File: config.mk
export PLATFORM = sky130hd
export DESIGN_NAME = shutter_sched
export DESIGN_NICKNAME = d
export VERILOG_FILES = /design/src/rtl/shs_pkg.sv /design/src/rtl/shs_cfg_latch.sv /design/src/rtl/shs_pulse_seq.sv /design/src/rtl/shs_status.sv /design/src/rtl/shutter_sched.sv
export SDC_FILE = /design/constraint.sdc
export NUM_CORES = 1
export LEC_CHECK = 0
export ABC_CLOCK_PERIOD_IN_PS = 4840
export BUFFER_PORTS_ARGS = -buffer_cell sky130_fd_sc_hd__buf_2
export CORE_UTILIZATION = 24
export DETAILED_ROUTE_END_ITERATION = 8
export PLACE_DENSITY_LB_ADDON = 0.3
export SETUP_SLACK_MARGIN = 0.3
export SLEW_MARGIN = 5
export SYNTH_ARGS = -nofsm -noshare
export SYNTH_HDL_FRONTEND = slang
export SYNTH_SLANG_ARGS = --single-unit
File: constraint.sdc
create_clock -name clk -period 4.84 [get_ports clk]
set_clock_uncertainty 0.15 [all_clocks]
set_input_delay 0.726 -clock clk [delete_from_list [all_inputs] [get_ports clk]]
set_output_delay 0.726 -clock clk [all_outputs]
set_load 0.01 [all_outputs]
File: src/rtl/shs_pkg.sv
package shs_pkg;

    // Width of line indices and integration requests (up to 1023 lines).
    localparam int LINE_W = 10;
    // Width of the cycle counters for pulse width and guard.
    localparam int CNT_W  = 16;

    typedef enum logic [2:0] {
        S_IDLE,
        S_ARMED,
        S_GUARD,
        S_PULSE,
        S_DONE
    } shs_state_e;

    // Settings captured once per frame.
    typedef struct packed {
        logic              active;
        logic [LINE_W-1:0] target;
        logic [CNT_W-1:0]  guard;
        logic [CNT_W-1:0]  width;
    } shs_cfg_t;

    function automatic logic [CNT_W-1:0] cnt_floor(
        input logic [CNT_W-1:0] value,
        input logic [CNT_W-1:0] lowest
    );
        return (value < lowest) ? lowest : value;
    endfunction

endpackage

File: src/rtl/shs_cfg_latch.sv
module shs_cfg_latch
    import shs_pkg::*;
#(
    parameter int TOTAL_LINES = 496,
    parameter int MIN_LINES   = 4,
    parameter int MIN_PULSE   = 500,
    parameter int MIN_GUARD   = 50
) (
    input  logic              clk,
    input  logic              rst,
    input  logic              frame_start,
    input  logic              shut_enable,
    input  logic [LINE_W-1:0] integ_lines,
    input  logic [CNT_W-1:0]  pulse_cycles,
    input  logic [CNT_W-1:0]  guard_cycles,
    output shs_cfg_t          cfg,
    output logic              clamp_hit
);
    localparam logic [LINE_W-1:0] TOTAL_L = LINE_W'(TOTAL_LINES);
    localparam logic [LINE_W-1:0] MIN_L   = LINE_W'(MIN_LINES);
    localparam logic [CNT_W-1:0]  MIN_P   = CNT_W'(MIN_PULSE);
    localparam logic [CNT_W-1:0]  MIN_G   = CNT_W'(MIN_GUARD);

    logic              req_ok;
    logic              too_short;
    logic [LINE_W-1:0] eff_lines;
    shs_cfg_t          cfg_nxt;

    always_comb begin
        req_ok         = shut_enable && (integ_lines <= TOTAL_L);
        too_short      = integ_lines < MIN_L;
        eff_lines      = too_short ? MIN_L : integ_lines;
        cfg_nxt.active = req_ok;
        cfg_nxt.target = TOTAL_L - eff_lines;
        cfg_nxt.width  = cnt_floor(pulse_cycles, MIN_P);
        cfg_nxt.guard  = cnt_floor(guard_cycles, MIN_G);
    end

    always_ff @(posedge clk) begin
        if (rst) begin
            cfg       <= '0;
            clamp_hit <= 1'b0;
        end else begin
            clamp_hit <= frame_start && req_ok && too_short;
            if (frame_start) begin
                cfg <= cfg_nxt;
            end
        end
    end

endmodule

File: src/rtl/shs_pulse_seq.sv
module shs_pulse_seq
    import shs_pkg::*;
(
    input  logic              clk,
    input  logic              rst,
    input  logic              frame_start,
    input  shs_cfg_t          cfg,
    input  logic              hretrace,
    input  logic [LINE_W-1:0] line_idx,
    output logic              pulse_on,
    output logic              abort_hit
);
    shs_state_e       state_q, state_d;
    logic [CNT_W-1:0] cnt_q, cnt_d;
    logic             abort_d;

    always_comb begin
        state_d = state_q;
        cnt_d   = cnt_q;
        abort_d = 1'b0;
        if (frame_start) begin
            state_d = S_ARMED;
            cnt_d   = '0;
        end else begin
            unique case (state_q)
                S_ARMED: begin
                    if (!cfg.active) begin
                        state_d = S_DONE;
                    end else if (hretrace && (line_idx == cfg.target)) begin
                        state_d = S_GUARD;
                        cnt_d   = CNT_W'(1);
                    end
                end
                S_GUARD: begin
                    if (!hretrace) begin
                        state_d = S_DONE;
                        abort_d = 1'b1;
                    end else if (cnt_q >= cfg.guard) begin
                        state_d = S_PULSE;
                        cnt_d   = CNT_W'(1);
                    end else begin
                        cnt_d = cnt_q + CNT_W'(1);
                    end
                end
                S_PULSE: begin
                    if (cnt_q >= cfg.width) begin
                        state_d = S_DONE;
                    end else if (!hretrace) begin
                        state_d = S_DONE;
                        abort_d = 1'b1;
                    end else begin
                        cnt_d = cnt_q + CNT_W'(1);
                    end
                end
                default: begin
                    state_d = state_q;
                end
            endcase
        end
    end

    always_ff @(posedge clk) begin
        if (rst) begin
            state_q   <= S_IDLE;
            cnt_q     <= '0;
            abort_hit <= 1'b0;
        end else begin
            state_q   <= state_d;
            cnt_q     <= cnt_d;
            abort_hit <= abort_d;
        end
    end

    assign pulse_on = (state_q == S_PULSE);

endmodule

File: src/rtl/shs_status.sv
module shs_status #(
    parameter int N_SRC = 2
) (
    input  logic             clk,
    input  logic             rst,
    input  logic [N_SRC-1:0] events,
    output logic             sticky
);
    always_ff @(posedge clk) begin
        if (rst) begin
            sticky <= 1'b0;
        end else if (|events) begin
            sticky <= 1'b1;
        end
    end
endmodule

File: src/rtl/shutter_sched.sv
module shutter_sched
    import shs_pkg::*;
#(
    parameter int TOTAL_LINES = 496,
    parameter int MIN_LINES   = 4,
    parameter int MIN_PULSE   = 500,
    parameter int MIN_GUARD   = 50
) (
    input  logic              clk,
    input  logic              rst,
    input  logic              frame_start,
    input  logic              hretrace,
    input  logic [LINE_W-1:0] line_idx,
    input  logic              shut_enable,
    input  logic [LINE_W-1:0] integ_lines,
    input  logic [CNT_W-1:0]  pulse_cycles,
    input  logic [CNT_W-1:0]  guard_cycles,
    output logic              shutter_out,
    output logic              exposure_miss
);
    shs_cfg_t cfg;
    logic     clamp_hit;
    logic     abort_hit;

    shs_cfg_latch #(
        .TOTAL_LINES (TOTAL_LINES),
        .MIN_LINES   (MIN_LINES),
        .MIN_PULSE   (MIN_PULSE),
        .MIN_GUARD   (MIN_GUARD)
    ) u_cfg (
        .clk          (clk),
        .rst          (rst),
        .frame_start  (frame_start),
        .shut_enable  (shut_enable),
        .integ_lines  (integ_lines),
        .pulse_cycles (pulse_cycles),
        .guard_cycles (guard_cycles),
        .cfg          (cfg),
        .clamp_hit    (clamp_hit)
    );

    shs_pulse_seq u_seq (
        .clk         (clk),
        .rst         (rst),
        .frame_start (frame_start),
        .cfg         (cfg),
        .hretrace    (hretrace),
        .line_idx    (line_idx),
        .pulse_on    (shutter_out),
        .abort_hit   (abort_hit)
    );

    shs_status #(.N_SRC(2)) u_status (
        .clk    (clk),
        .rst    (rst),
        .events ({abort_hit, clamp_hit}),
        .sticky (exposure_miss)
    );

endmodule

==> results by group, run 1 <==
Setup path
  – Required time of the critical path: a little under 5 ns
  – Crit path max-delay family: compound AO/OA/AOI/OAI gates
  – Critical path, cell by cell: buf_2, xor2_1, or4_4, o41ai_2, nand2b_1, o31ai_1, buf_4, nor2_1
  – Setup crit start kind: input pin
  – Worst-path maximum fanout: 14
  – Bufs and invs on worst path: 2
  – Worst Setup End Kind: flip-flop
  – CP arrival: between 3 and 4 ns
  – CP max stage delay: roughly 0.79 ns
  – Slowest cell on the critical path: o31ai_1
  – Kind of critical path: input pin to flip-flop

Run status
  – Status: complete, but fails checks
  – Failing checks: DRC

STA
  – Tmin final: 3.18 ns
  – Final Hold Fails: 0
  – Max Transition Viols Final: 0
  – Fin crit share: between 60% and 70%
  – Final setup margin: ~1.7 ns
  – Setup TNS Final: 0 ns
  – Relative slew margins: about two fifths
  – Slew @ Worst Pin: ~0.89 ns
  – # setup viols final: 0
  – Setup repair after global routing missed its margin: no
  – Achievable clock frequency: 315 MHz

Layout
  – ANT cells: 0
  – Ratio of cells with drive above 1 in the final layout: between 10% and 20%
  – Synth-to-layout area growth: 22.5%
  – FILL cells: around 1.5k
  – Fin nets: a little under 600

Placement
  – Port buffer count: 58
  – Post-Place Setup Slack: approximately 1.3 ns
  – GP Congestion: between 0.8 and 0.9
  – DP HPWL: around 7.2 mm

Synthesis
  – Library cells used by synthesis: between 40 and 50
  – Synth Area in Compound Gates: between 10 and 15%
  – Post-Synth Simple-Gate Area: between 20% and 30%
  – Adder-Cell Fraction of Synth Area: a little under an eighth
  – Ranking of synthesized cells by area: dfxtp_1 (36%), ha_1 (12%), nor2_1 (7.8%)
  – EDFF count, synth: 0
  – Mapped Nets: 530
  – Asr flop ratio synth: 0%
  – Syn avg cell area: 8.31 um2
  – Register area share after synthesis: ~36%
  – Largest family of logic cells by synthesized area: simple AND/OR/NAND/NOR gates
  – Flops & latches, synth: 65
  – Dominant cell type by area after synthesis: dfxtp_1
  – Synth top area share: a little over a third
  – YS warnings: 0
  – Mapped cell area: 3650 um2
  – Synth Instances: between 400 and 500
  – Mux cell area share after synthesis: under 10%
  – Top FF cell, synth: dfxtp_1
  – Post-synthesis xor/xnor area fraction: under 10%

Pwr
  – Max IR drop VDD: between 150 and 200 uV
  – PD cells: 326 nW/um2
  – LEAKAGE: between 0.0015 and 0.002 uW

Detailed routing
  – Post-route ant nets: 0
  – TritonRoute pass-1 iters: 8
  – Detailed-route DRC error count: 2
  – Detailed-route wire length per cell: 13.7 um
  – Initial DRC Count: roughly 170
  – DR vias: 3224
  – WL final: 9.36 mm
  – Vias per std cell: roughly 4.7

Global route
  – Met2 Use GR: between 10% and 20%
  – First-pass GRT wire length: around 15 mm
  – Largest net degree at the start of global routing: 47
  – Initial antenna violation count: 0
  – Busiest grt layer: met2
  – Met3 GRT Util: about 4%
  – Met1 usage: between 10% and 20%
  – GRT Overall Usage: roughly an eighth
  – GRT overflow: 0
  – Number of global-route vias before repair: ~3.2k

Floorplan
  – Row count: 44
  – Initial Utilization: about a quarter
  – I/O Pins: a little under 60
  – Die X: 125 um
  – Core area: 14700 um2
  – Die Span Y: 125 um
  – Die area: around 16000 um2

Clock tree
  – Clk_lat worst skew: about 0.34 ns
  – Clock slew at the register clock pins of the worst setup and hold paths: 0.05 ns
  – CTS Buf Count: 9
  – Number of post-CTS setup repair buffers: 0
  – Clk sinks: 65
  – H-tree levels: 3
  – Post_cts resized: 0
  – CTS tree: built
  – Root Buffer: clkbuf_16
  – CTS max path bufs: 2
  – CTS Hold Bufs: 0

Run
  – Max-cap violations: 0

Hold path
  – Hold Crit Class: flip-flop to flip-flop
[metal layers]
| metal | routed length [um] | vias up |
|---|---|---|
| met5 | 0 | - |
| met4 | 212 | 0 |
| met3 | 411 | 18 |
| met2 | 4150 | 77 |
| met1 | 4580 | 1477 |
| li1 | - | 1652 |
[worst register-to-register path: stages (launching register included)]
cell       delay, ns
dfxtp_1         0.42
inv_1           0.15
ha_1            0.29
nand2b_1        0.13
a2111oi_0       0.36
or4_1           0.21
a311oi_1        0.10
buf_4           0.20
or4_1           0.57
or3_1           0.35
a21oi_1         0.14
[cell usage in the layout (no fill, tap or decap), types with 2 or more instances in the layout]
master	count
o211ai_1	2
clkbuf_16	9
nand3_1	11
o21ai_0	11
xnor2_1	17
nor2b_1	2
a22o_1	3
a211oi_1	9
nor4b_1	3
buf_4	3
a21oi_1	20
inv_6	2
nand2b_1	4
nor4_1	9
bufinv_16	2
nor3_1	21
a2bb2oi_1	2
buf_2	58
nor2_1	76
clkbuf_8	2
nand2_1	20
ha_1	34
o21a_1	2
o211a_1	2
or3_1	5
mux2i_1	24
a21o_1	3
and4_1	2
dfxtp_1	65
nand4_1	12
inv_1	37
xor2_1	11
or4_1	2
[stage by stage]
step	total power, uW	hold WS [ns]	cell area, um2	utilization [%]	instances
global route	1520	0.314	4470	30.4	684
CTS	1470	0.304	4470	30.4	684
finish	1460	0.294	4470	30.4	684
detailed placement	732	0.292	4130	28.1	668
floorplan	675	0.265	3650	-	439
global placement	729	0.274	4130	28.1	668
[cell type report]
class                      count  area [um2]  share of cell area (%)
multi-input combinational    321        2150                    48.1
timing repair buffer          61         313                    7.00
sequential                    65        1300                    29.1
clock inverter                 5        85.1                    1.90
inverter                      37         139                    3.11
tap                          184         230                    5.15
clock buffer                  11         253                    5.66
[cell families (layout without fill, tap and decap cells)]
kind of cell             count (synthesis)  count (layout)
AO/OA/AOI/OAI                           62              62
XOR/XNOR                                28              28
adder cells (fa/ha/maj)                 34              34
buffers and inverters                   53             114
flip-flops                              65              65
multiplexers                            24              24
AND/OR/NAND/NOR                        173             173
[registers in the layout, summed over array words and instances (netlist names)]
register and count:
u_seq.abort_hit 1, u_status.sticky 1, u_seq.cnt_q 16, u_cfg.cfg 43, u_seq.state_q 3, u_cfg.clamp_hit 1
[worst paths after layout]
check | start | to | slack [ns] | depth (start not counted)
setup / recovery | line_idx[1] | u_seq.cnt_q[6] | 1.66 | 8
hold reg to reg | u_cfg.clamp_hit | u_status.sticky | 0.29 | 2
setup reg to reg | u_seq.cnt_q[0] | u_seq.cnt_q[14] | 1.70 | 10
hold / removal | u_cfg.clamp_hit | u_status.sticky | 0.29 | 2
[power breakdown]
part / internal, uW / leakage [uW] / total [uW] / switching, uW
Combinational: 66.4 / 0.00117 / 147 / 80.6
Clock: 482 / 0.000163 / 735 / 253
Sequential: 559 / 0.000533 / 573 / 13.9
[synthesized netlist by cell type (2+ instances only)]
cell       instances
a211oi_1           9
a21o_1             3
a21oi_1           20
a22o_1             3
a2bb2oi_1          2
and4_1             2
buf_1              4
clkbuf_1          11
dfxtp_1           65
ha_1              34
inv_1             37
mux2i_1           24
nand2_1           20
nand2b_1           4
nand3_1           11
nand4_1           12
nor2_1            76
nor2b_1            2
nor3_1            21
nor4_1             9
nor4b_1            3
o211a_1            2
o211ai_1           2
o21a_1             2
o21ai_0           11
or3_1              5
or4_1              2
xnor2_1           17
xor2_1            11
No activity file was read; power rests on OpenSTA's default activity.
==> run 2: changes to the inputs <==
ABC_AREA = 1   (was not set)
ABC_CLOCK_PERIOD_IN_PS = 2700   (was 4840)
clock period = 2.7 ns   (was 4.84 ns; I/O delays follow)
==> run 2 against run 1 <==
The run now ends clean. Synthesized area rose by 14%. Sequential share of layout area decreased by 3.2 points. Combinational power rose to 3.0 times the previous value. Sequential power up 82%. Global-route usage up 1.3 points.
==> results by group, run 2 <==
Synthesis
  – Largest family of logic cells by synthesized area: simple AND/OR/NAND/NOR gates
  – Post-Synth Simple-Gate Area: between 20% and 30%
  – Flops & latches, synth: 65
  – Synth Instances: ~610
  – Synth Area in Compound Gates: 15.4%
  – Ranking of synthesized cells by area: dfxtp_1 (31%), nand2_1 (12%), ha_1 (10%)
  – Register area share after synthesis: between 30% and 40%
  – Mapped Nets: 698
  – Post-synthesis xor/xnor area fraction: around 3.2%
  – Library cells used by synthesis: 35
  – Most numerous cell in the Yosys netlist: nand2_1
  – Syn avg cell area: roughly 7 um2
  – Synth top area share: around a third
  – YS warnings: 0
  – Top FF cell, synth: dfxtp_1
  – Mux cell area share after synthesis: 0%
  – Dominant cell type by area after synthesis: dfxtp_1
  – Mapped cell area: around 4100 um2
  – Asr flop ratio synth: 0%
  – Adder-Cell Fraction of Synth Area: around a tenth
  – Synth top cells by count: nand2_1 (129), inv_1 (96), nor2_1 (66)
  – EDFF count, synth: 0

Run status
  – Status: finished, final reports clean

Pwr
  – Combinational Power Share: 17.4%
  – PD cells: slightly above 500 nW/um2
  – LEAKAGE: 0.00229 uW
  – Reg power frac: about 41%
  – Int Pwr: 1840 uW
  – Max IR drop VDD: about 300 uV
  – P_sw: ~700 uW
  – Clock power share: 41.9%
  – Switching part of the total: around 28%

Floorplan
  – Initial Utilization: between 20% and 30%
  – Core area: 16700 um2
  – I/O Pins: 59
  – Die Span Y: 133 um
  – Die X: 133 um
  – Row count: between 40 and 50
  – Die area: 17800 um2

Layout
  – Most common cell after layout, fill and taps aside: nand2_1
  – Final Non-Filler Cells: between 900 and 1k
  – Commonest non-fill, non-tap cells in the layout: nand2_1 (128), inv_1 (96), nor2_1 (66), buf_2 (58), dfxtp_1 (58)
  – Top reg by flops: u_cfg.cfg
  – Max FFs per register: between 40 and 50
  – Fin nets: 769
  – Ratio of cells with drive above 1 in the final layout: 18.9%
  – Synth-to-layout area growth: 22.0%
  – Top Registers: u_cfg.cfg x43, u_seq.cnt_q x16, u_seq.state_q x3
  – ANT cells: 0

Hold path
  – Hold Crit Class: input pin to flip-flop

Global route
  – Busiest grt layer: met2
  – Met2 Use GR: between 20% and 30%
  – GRT Overall Usage: around 14%
  – Initial antenna violation count: 2
  – GRT overflow: 0
  – Number of global-route vias before repair: roughly 3.7k
  – Met3 GRT Util: 3.73%
  – First-pass GRT wire length: between 15 and 20 mm
  – Met1 usage: a little under a fifth
  – Largest net degree at the start of global routing: 21

Run
  – Max-cap violations: 0

Clock tree
  – Clk_lat worst skew: around 0.33 ns
  – Clock slew at the register clock pins of the worst setup and hold paths: ~0.05 ns
  – CTS max path bufs: 2
  – Clk sinks: 65
  – Root Buffer: clkbuf_16
  – CTS Hold Bufs: 0
  – CTS tree: built
  – CTS Buf Count: 9
  – H-tree levels: 3

Detailed routing
  – Vias per std cell: between 4 and 5
  – Detailed-route wire length per cell: 13.2 um
  – Detailed-route DRC error count: 0
  – Post-route ant nets: 0
  – WL final: 11.9 mm
  – TritonRoute pass-1 iters: 4
  – DR vias: 4013
  – Initial DRC Count: between 200 and 250

STA
  – WHS: 0.132 ns
  – Tmin final: between 2 and 2.5 ns
  – Achievable clock frequency: roughly 440 MHz
  – Fin crit share: roughly 85%
  – Relative slew margins: 65.5%
  – Final Hold Fails: 0
  – Setup TNS Final: 0 ns
  – Slew @ Worst Pin: 0.517 ns
  – Max Transition Viols Final: 0
  – # setup viols final: 0
  – Setup repair after global routing missed its margin: no

Setup path
  – Kind of critical path: flip-flop to flip-flop
  – Required time of the critical path: ~2.8 ns
  – CP arrival: roughly 2.4 ns
  – Worst-path maximum fanout: 7
  – Setup crit start kind: flip-flop
  – Worst Setup End Kind: flip-flop

Placement
  – DP Cell Count: about 900
  – GP Congestion: roughly 0.8
  – Port buffer count: a little under 60
  – DP HPWL: 9.20 mm
## run 2: worst max-delay path: stages, from the launching register on
cell and delay (ns):
dfxtp_1 0.50, ha_1 0.29, nand2_1 0.09, o21ai_0 0.11
a21oi_2 0.24, nand2_1 0.11, nand2_1 0.17, nand2_4 0.13
buf_12 0.16, a31oi_1 0.16, nor2_1 0.06
## run 2: final cells by class
| class | instances | area (um2) |
|---|---|---|
| Fill cell | 1869 | 11600 |
| Tap cell | 220 | 275 |
| Inverter | 100 | 380 |
| Sequential cell | 65 | 1310 |
| Clock buffer | 14 | 264 |
| Timing Repair Buffer | 76 | 438 |
| Multi-Input combinational cell | 426 | 2390 |
## run 2: worst paths after layout
check | cells after the start | start | slack (ns) | endpoint
max | 10 | u_seq.cnt_q[10] | 0.42 | u_seq.cnt_q[12]
min | 3 | pulse_cycles[10] | 0.13 | u_cfg.cfg[10]
max reg2reg | 10 | u_seq.cnt_q[10] | 0.42 | u_seq.cnt_q[12]
min reg2reg | 2 | u_cfg.clamp_hit | 0.29 | u_status.sticky
## run 2: metrics by stage
step                instance area [um2]  total power (uW)  utilization [%]  setup slack, ns
finish                             5060              2540             30.3            0.418
global route                       5060              2660             30.3            0.282
CTS                                4980              2540             29.8            0.314
detailed placement                 4710              1470             28.2            0.224
global placement                   4710              1470             28.2            0.209
floorplan                          4150              1340                -            0.735
## run 2: cell families after synthesis
| family | after synthesis |
|---|---|
| and+or+nand+nor | 271 |
| xor gates and xnor gates | 15 |
| DFF | 65 |
| adders and majority gates | 34 |
| AOI/OAI and AO/OA | 105 |
| buffers and inverters | 117 |
## run 2: layer usage
metal / part of all wire (%) / up-vias
li1: - / 2129
met1: 47 / 1790
met2: 46 / 81
met3: 5.9 / 13
met4: 0.99 / 0
met5: 0 / -
## run 2: timing repair
| action | CTS | global route |
|---|---|---|
| pin swaps | 0 | 3 |
| cloned | 0 | 1 |
| gates resized for setup | 2 | 10 |
| setup endpoints to repair | 2 | 14 |
| buffers inserted | 0 | 5 |
## run 2: power groups by stage
stage | Clock [uW] | Combinational [uW] | Sequential [uW]
after floorplan | 0 | 291 | 1050
after global placement | 0 | 413 | 1060
after detailed placement | 0 | 413 | 1060
after CTS | 1090 | 415 | 1040
after global routing | 1120 | 501 | 1040
final | 1070 | 442 | 1040
